--- config.mk ---
export PLATFORM = sky130hd
export DESIGN_NAME = mbx_flag_ctrl
export DESIGN_NICKNAME = d
export VERILOG_FILES = /design/src/rtl/mbx_pkg.sv /design/src/rtl/mbx_chan_flags.sv /design/src/rtl/mbx_irq_gen.sv /design/src/rtl/mbx_flag_ctrl.sv
export SDC_FILE = /design/constraint.sdc
export NUM_CORES = 1
export LEC_CHECK = 0
export BUFFER_PORTS_ARGS = -buffer_cell sky130_fd_sc_hd__buf_2
export CAP_MARGIN = 25
export CORE_ASPECT_RATIO = 1.2
export CORE_MARGIN = 3
export CORE_UTILIZATION = 43
export DETAILED_ROUTE_END_ITERATION = 10
export PLACE_DENSITY = 0.7
export SYNTH_ARGS = -nofsm -noshare
export SYNTH_HDL_FRONTEND = slang
export SYNTH_SLANG_ARGS = --single-unit
--- constraint.sdc ---
create_clock -name clk -period 2.2 [get_ports clk]
set_clock_uncertainty 0.05 [all_clocks]
set_input_delay 0.11 -clock clk [delete_from_list [all_inputs] [get_ports clk]]
set_output_delay 0.11 -clock clk [all_outputs]
set_load 0.03 [all_outputs]
--- src/rtl/mbx_pkg.sv ---
package mbx_pkg;
    // Register slot within one processor's four-word group (address bits 3:2).
    typedef enum logic [1:0] {
        SLOT_CTRL = 2'd0,
        SLOT_MASK = 2'd1,
        SLOT_SETCLR = 2'd2,
        SLOT_STATUS = 2'd3
    } slot_e;

    localparam logic [2:0] SIZE_WORD = 3'b010;
    localparam int HI_LSB = 16;  // upper field: TX enable, free masks, set bits
    localparam int LO_LSB = 0;   // lower field: RX enable, occupied masks, clear bits
endpackage

--- src/rtl/mbx_chan_flags.sv ---
module mbx_chan_flags #(
    parameter int NCH = 6
) (
    input  logic           clk,
    input  logic           rst_n,
    input  logic [NCH-1:0] set_i,
    input  logic [NCH-1:0] clr_i,
    output logic [NCH-1:0] flag_o
);
    logic [NCH-1:0] flag_d, flag_q;

    // A set and a clear that land in the same cycle: the set wins.
    always_comb begin
        flag_d = (flag_q & ~clr_i) | set_i;
    end

    always_ff @(posedge clk or negedge rst_n) begin
        if (!rst_n) flag_q <= '0;
        else        flag_q <= flag_d;
    end

    assign flag_o = flag_q;
endmodule

--- src/rtl/mbx_irq_gen.sv ---
module mbx_irq_gen #(
    parameter int NCH = 6,
    parameter bit FIRE_ON_SET = 1'b1  // 1: occupied-style, 0: free-style
) (
    input  logic           clk,
    input  logic           rst_n,
    input  logic           en_i,
    input  logic [NCH-1:0] mask_i,
    input  logic [NCH-1:0] flag_i,
    output logic           irq_o
);
    logic [NCH-1:0] hit;
    logic irq_d, irq_q;

    generate
        if (FIRE_ON_SET) begin : g_occ
            assign hit = flag_i & ~mask_i;
        end else begin : g_free
            assign hit = ~flag_i & ~mask_i;
        end
    endgenerate

    always_comb begin
        irq_d = en_i & (|hit);
    end

    always_ff @(posedge clk or negedge rst_n) begin
        if (!rst_n) irq_q <= 1'b0;
        else        irq_q <= irq_d;
    end

    assign irq_o = irq_q;
endmodule

--- src/rtl/mbx_flag_ctrl.sv ---
module mbx_flag_ctrl
    import mbx_pkg::*;
#(
    parameter int NCH = 6,
    parameter int ADDR_W = 12
) (
    input  logic              clk,
    input  logic              rst_n,
    input  logic              bus_sel,
    input  logic              bus_write,
    input  logic [2:0]        bus_size,
    input  logic [ADDR_W-1:0] bus_addr,
    input  logic [31:0]       bus_wdata,
    output logic [31:0]       bus_rdata,
    output logic              p1_txfree_irq,
    output logic              p1_rxocc_irq,
    output logic              p2_txfree_irq,
    output logic              p2_rxocc_irq
);
    localparam int NPROC = 2;
    localparam int MAP_BITS = 5;  // 8 words = 32 bytes

    typedef struct packed {
        logic [NPROC-1:0]          tx_en;
        logic [NPROC-1:0]          rx_en;
        logic [NPROC-1:0][NCH-1:0] fm;
        logic [NPROC-1:0][NCH-1:0] om;
    } cfg_t;

    cfg_t cfg_d, cfg_q;

    // Direction d carries processor d's transmit flags (0: P1->P2, 1: P2->P1).
    logic [NPROC-1:0][NCH-1:0] set_v, clr_v, flags_w;
    logic [NPROC-1:0]          tx_en_w, rx_en_w, irq_tx_w, irq_rx_w;
    logic [NPROC-1:0][NCH-1:0] fm_w, om_w;

    logic  in_map, word_wr, proc;
    slot_e slot;

    assign in_map  = bus_sel && (bus_addr[ADDR_W-1:MAP_BITS] == '0) && (bus_addr[1:0] == 2'b00);
    assign word_wr = in_map && bus_write && (bus_size == SIZE_WORD);
    assign proc    = bus_addr[4];
    assign slot    = slot_e'(bus_addr[3:2]);

    always_comb begin
        cfg_d = cfg_q;
        set_v = '0;
        clr_v = '0;
        if (word_wr) begin
            case (slot)
                SLOT_CTRL: begin
                    cfg_d.tx_en[proc] = bus_wdata[HI_LSB];
                    cfg_d.rx_en[proc] = bus_wdata[LO_LSB];
                end
                SLOT_MASK: begin
                    cfg_d.fm[proc] = bus_wdata[HI_LSB +: NCH];
                    cfg_d.om[proc] = bus_wdata[LO_LSB +: NCH];
                end
                SLOT_SETCLR: begin
                    set_v[proc]  = bus_wdata[HI_LSB +: NCH];
                    clr_v[!proc] = bus_wdata[LO_LSB +: NCH];
                end
                default: ;
            endcase
        end
    end

    always_ff @(posedge clk or negedge rst_n) begin
        if (!rst_n) begin
            cfg_q.tx_en <= '0;
            cfg_q.rx_en <= '0;
            cfg_q.fm    <= '1;
            cfg_q.om    <= '1;
        end else begin
            cfg_q <= cfg_d;
        end
    end

    always_comb begin
        bus_rdata = '0;
        if (in_map) begin
            case (slot)
                SLOT_CTRL: begin
                    bus_rdata[HI_LSB] = cfg_q.tx_en[proc];
                    bus_rdata[LO_LSB] = cfg_q.rx_en[proc];
                end
                SLOT_MASK: begin
                    bus_rdata[HI_LSB +: NCH] = cfg_q.fm[proc];
                    bus_rdata[LO_LSB +: NCH] = cfg_q.om[proc];
                end
                SLOT_STATUS: bus_rdata[LO_LSB +: NCH] = flags_w[proc];
                default: ;
            endcase
        end
    end

    assign tx_en_w = cfg_q.tx_en;
    assign rx_en_w = cfg_q.rx_en;
    assign fm_w    = cfg_q.fm;
    assign om_w    = cfg_q.om;

    generate
        for (genvar d = 0; d < NPROC; d++) begin : g_dir
            mbx_chan_flags #(.NCH(NCH)) u_flags (
                .clk(clk), .rst_n(rst_n),
                .set_i(set_v[d]), .clr_i(clr_v[d]), .flag_o(flags_w[d])
            );
        end
        for (genvar p = 0; p < NPROC; p++) begin : g_proc
            mbx_irq_gen #(.NCH(NCH), .FIRE_ON_SET(1'b0)) u_txfree (
                .clk(clk), .rst_n(rst_n), .en_i(tx_en_w[p]),
                .mask_i(fm_w[p]), .flag_i(flags_w[p]), .irq_o(irq_tx_w[p])
            );
            mbx_irq_gen #(.NCH(NCH), .FIRE_ON_SET(1'b1)) u_rxocc (
                .clk(clk), .rst_n(rst_n), .en_i(rx_en_w[p]),
                .mask_i(om_w[p]), .flag_i(flags_w[NPROC-1-p]), .irq_o(irq_rx_w[p])
            );
        end
    endgenerate

    assign p1_txfree_irq = irq_tx_w[0];
    assign p1_rxocc_irq  = irq_rx_w[0];
    assign p2_txfree_irq = irq_tx_w[1];
    assign p2_rxocc_irq  = irq_rx_w[1];

    logic unused_ok;
    assign unused_ok = ^bus_wdata;
endmodule

Yosys cells after proc, flatten, opt, wreduce, memory -nomap -nowiden:

Index checks and enable logic that the tools add are counted.

* register bits after elaboration: 44
* input bits: 51

* $lt $le $gt $ge: 4
* equality and inequality tests: 4
* mux-type cells: 30
* bitwise gates (word level): 22
* reduce and logical (&&, ||, !) cells: 16

Operators by type and width (count)
* 6-bit 2-to-1 mux: 10
* 12-bit 2-to-1 mux: 4
* 6-bit NOT: 8
* 6-bit AND: 6
* 12-bit AND: 2
* 12-bit bitwise mux: 2
* 6-bit OR reduction: 4
* 6-bit demux with 1-bit select: 2
* 6-bit bitwise OR: 2
* 5-bit one-hot mux with 2 select lines: 1
* 7-bit logical NOT: 1
* 1-bit logical AND: 6
* 1-bit 2-to-1 mux: 5
* 5-bit 2-to-1 mux: 1
* 1-bit AND: 4
* 2-bit bitwise mux: 2
* 2-bit equality test, second input constant: 2
* 2-bit logical NOT: 2
* 1-bit by 2-bit less-than comparator with 1-bit output, second input constant: 2
* 2-bit AND reduction: 2
* 3-bit by 2-bit equality test with 1-bit output, second input constant: 1
* 1-bit one-hot mux with 3 select lines: 1
* 2-bit by 1-bit equality test with 1-bit output, second input constant: 1
* 1-bit >= comparator, second input constant: 2
* other kinds (3): 3

Longest topological paths before layout:

* depth in word-level cells: 11
* gate-level depth with buffers: 6
* depth with buffers taken out: 4

Hierarchy:

Synthesis repeated with hierarchy kept, for this count alone.

* cell total of the unflattened synthesis: 225
* area, all modules: 2557.5 um2

By module, submodules not included
* mbx_flag_ctrl: times used 1, cells each 157, area each 1866.8 um2
* mbx_chan_flags: times used 2, cells each 18, area each 217.7 um2
* mbx_irq_gen (g_proc[0].u_rxocc ...): times used 2, cells each 11, area each 75.1 um2
* mbx_irq_gen (g_proc[0].u_txfree ...): times used 2, cells each 5, area each 52.6 um2

Least setup slack after synthesis:

Ideal clock, no wire load.

* path kind: reg2out
* start point: reg cfg_q[0] (netlist name)
* end point: out bus_rdata[0]
* arrival time: 2.267 ns
* path slack: -0.227 ns
* stages on the path, launching flop included: 4
* path through: dfstp_2 -> mux2_2 -> a221oi_1 -> a2111oi_0

* cells in the longest elaborated chain, start to end: 4

RTL lines
* start, declared: line mbx_flag_ctrl.sv:30 `cfg_t cfg_d, cfg_q;`
* start signal, assigned: line mbx_flag_ctrl.sv:75 `cfg_q <= cfg_d;`
* 6-bit 2-to-1 mux (not written as such) (2 in series): line mbx_flag_ctrl.sv:89 `bus_rdata[LO_LSB +: NCH] = cfg_q.om[proc];`
* 1-bit one-hot mux with 3 select lines: line mbx_flag_ctrl.sv:82 `case (slot)`
* 6-bit 2-to-1 mux: line mbx_flag_ctrl.sv:81 `if (in_map) begin`
* end, declared: line mbx_flag_ctrl.sv:14 `output logic [31:0] bus_rdata,`

No other way between the ends. The select of a mux whose other input is x is not followed.

Worst setup path after layout:

Ends and elaborated chain as after synthesis.

==> impl_metrics.json <==
{
  "status": "completed",
  "first_iter_violations": 117,
  "grt_pass1_wl_mm": 9.47,
  "cts_tree": "done",
  "start_util": 0.461,
  "wl_per_cell_um": 16.2,
  "drive_above_1_share": 0.423,
  "slew_headroom": 0.444,
  "die_h_um": 89.9,
  "viasPerCell": 5.12,
  "reg2reg_from": "cfg_q[8]",
  "synth_cells": 220,
  "endpoint_kind": "primary output",
  "dieArea_um2": 6830,
  "drc": 0,
  "dp_cells": 340,
  "io_pins": 87,
  "fin_crit_ns": 1.85,
  "cts_buffer_depth": 2,
  "ys.flop_type": "dfstp_2",
  "leakagePower_nw": 1.32,
  "dp_hpwl_mm": 4.12,
  "dieWidth_um": 75.9,
  "crit_fanout": 3,
  "antenna_cells": 0,
  "crit_chain": "mux2_2 > a221oi_1 > a2111oi_1 > buf_2",
  "slowest_stage": "dfstp_2",
  "power.density_nw_per_um2": 518,
  "final-instance-count-excl-fill": 349,
  "grt_antenna_before_repair": 0,
  "setup_tns_ns": 0,
  "required_ns": 2.04,
  "core-area_um2": 5480,
  "holdCritPathClass": "in -> reg",
  "cts-buffers-inserted": 5,
  "syn_area_per_cell_um2": 11.5,
  "ant_nets": 0,
  "r2r_slack_ns": 1.08,
  "grtUsageTotal": 0.172,
  "cts_resized": 0,
  "report.final.slew_viol_count": 0,
  "hold_depth": 2,
  "routabilityCongestion": 0.882,
  "seq_area_frac_synth": 0.448,
  "clk_latency_ns": 0.29,
  "area_delta_synth_final_pct": 13.6,
  "synthTopCellsByArea": "dfstp_2, dfrtp_1, buf_4, mux2_4, mux4_2",
  "cp-start-kind": "flip-flop",
  "timing.rr.end": "g_proc[1].u_rxocc.irq_o",
  "fin_ws_ns": 0.351,
  "nFillCells": 496,
  "worstMarginPinSlew_ns": 0.834,
  "synth.most_common_cell": "dfstp_2",
  "cts_setup_buffers": 0,
  "hold_viol_final": 0,
  "seqCellArea_um2": 1130,
  "clock-sinks": 44,
  "grt_max_degree": 38,
  "peakVddDrop_mv": 0.266,
  "hp-start": "bus_wdata[17]",
  "clock.fmax_ghz": 0.541,
  "yosys.area.top_type": "dfstp_2",
  "utilization": 0.523,
  "rsz0062_at_grt": "false",
  "syn_area_um2": 2520,
  "row_count": 29,
  "cts-root-buf": "clkbuf_8",
  "worstHoldEndpoint": "cfg_q[13]",
  "fin_nets": 322,
  "ys_warn_count": 0,
  "pre_cts_ws_ns": 0.461,
  "overflow": 0,
  "cts_hold_buf": 1,
  "port_buffers": 46,
  "vias": 1787,
  "wirelength_mm": 5.66,
  "worstSetupPathType": "reg -> out",
  "maxCapViolCount": 0,
  "ys_ff_latch": 44,
  "reg2reg_depth": 2,
  "cts-htree-levels": 2,
  "async_flop_share": 1.00,
  "cp_data_arrival_time_ns": 1.69,
  "finalSetupViolCount": 0,
  "synth_top_area_frac": 0.250,
  "grt_pass1_vias": 1820,
  "multi_input_area_um2": 1180,
  "synth.distinct_cells": 39,
  "firstDrtPassIters": 4,
  "post-route-period-util": 0.840,
  "synth_edf_count": 0,
  "clk_transition_reported_paths_ns": 0.08,
  "slowest_delay_ns": 0.55,
  "synth_commonest_cells": "dfstp_2, o21ai_0, buf_4, dfrtp_1, inv_1"
}
==> logic make-up (layout without fill, tap and decap cells) <==
| logic type | after synthesis | after routing | share of synthesized area |
|---|---|---|---|
| AOI/OAI and AO/OA | 43 | 43 | 0.105 |
| buffers and inverters | 49 | 82 | 0.112 |
| DFF | 44 | 44 | 0.448 |
| muxes | 41 | 41 | 0.222 |
| other | 1 | 20 | 0.00149 |
| and+or+nand+nor | 42 | 42 | 0.112 |
==> per-layer routing <==
layer | share of wire | up-vias | GRT usage | routed length [um]
met5 | 0 | - | 0 | 0
met4 | 0.017 | 0 | 0.0604 | 99
met3 | 0.059 | 8 | 0.0420 | 336
met2 | 0.49 | 73 | 0.274 | 2770
met1 | 0.43 | 852 | 0.229 | 2460
li1 | - | 854 | - | -
==> flip-flops by register name (all words and copies together), names as in the netlist <==
name / flops
cfg_q: 24
g_dir.u_flags.flag_o: 12
g_proc.u_rxocc.irq_o: 2
g_proc.u_txfree.irq_o: 2
rx_en_w: 2
tx_en_w: 2
==> worst max-delay path, delay by kind of cell, from the launching register on <==
family / cells / cell delay [ns]
compound gates: 2 / 0.44
mux: 1 / 0.15
buf+inv: 1 / 0.27
flops: 1 / 0.55
==> report_power, final <==
part | switching (mW) | internal (mW) | leakage (nW) | total (mW)
combinational | 0.112 | 0.0409 | 0.751 | 0.153
sequential | 0.000236 | 0.811 | 0.516 | 0.811
clock | 0.270 | 0.251 | 0.0510 | 0.520
==> per-stage QoR <==
| stage | hold slack, ns | instance area, um^2 | power [mW] |
|---|---|---|---|
| final | 0.0177 | 2870 | 1.48 |
| after global routing | 0.0315 | 2870 | 1.54 |
| after CTS | 0.0110 | 2870 | 1.50 |
| after detailed placement | 0.201 | 2760 | 0.977 |
| after global placement | 0.192 | 2760 | 0.975 |
| after floorplan | -0.236 | 2600 | 0.938 |
==> worst max path at each step <==
stage / start / to / slack [ns] / cells after the start
after floorplan: cfg_q[0] / bus_rdata[0] / 0.17 / 3
after global placement: bus_addr[11] / cfg_q[8] / 0.47 / 5
after detailed placement: bus_addr[11] / cfg_q[8] / 0.46 / 5
after CTS: cfg_q[0] / bus_rdata[0] / 0.32 / 4
after global routing: cfg_q[0] / bus_rdata[0] / 0.27 / 4
final: cfg_q[0] / bus_rdata[0] / 0.35 / 4
==> cell type report <==
cell class              instances  share of cell area
multi-input cells             146               0.412
clock inverters                 2             0.00349
well taps                      77              0.0336
flip-flops and latches         44               0.395
clock buffers                   6              0.0288
inverters                      21              0.0275
repair buffers                 53              0.0995
==> placed cells by master, fill, tap and decap left out, types with 2 or more instances in the layout <==
master and count:
dfrtp_1 20, nor2_1 3, mux2i_1 5, nand4_1 3, mux2_2 10, a221oi_1 2, nand2_1 12, clkbuf_8 6
clkinv_2 2, o311ai_0 2, o21ai_0 22, nor3_1 6, buf_2 46, mux2_4 10, nor2b_1 5, o31a_1 4
conb_1 20, mux4_2 6, inv_1 20, buf_4 6, mux2_1 10, o22ai_1 12, dfstp_2 24
Power figures use the tool's default switching activity.
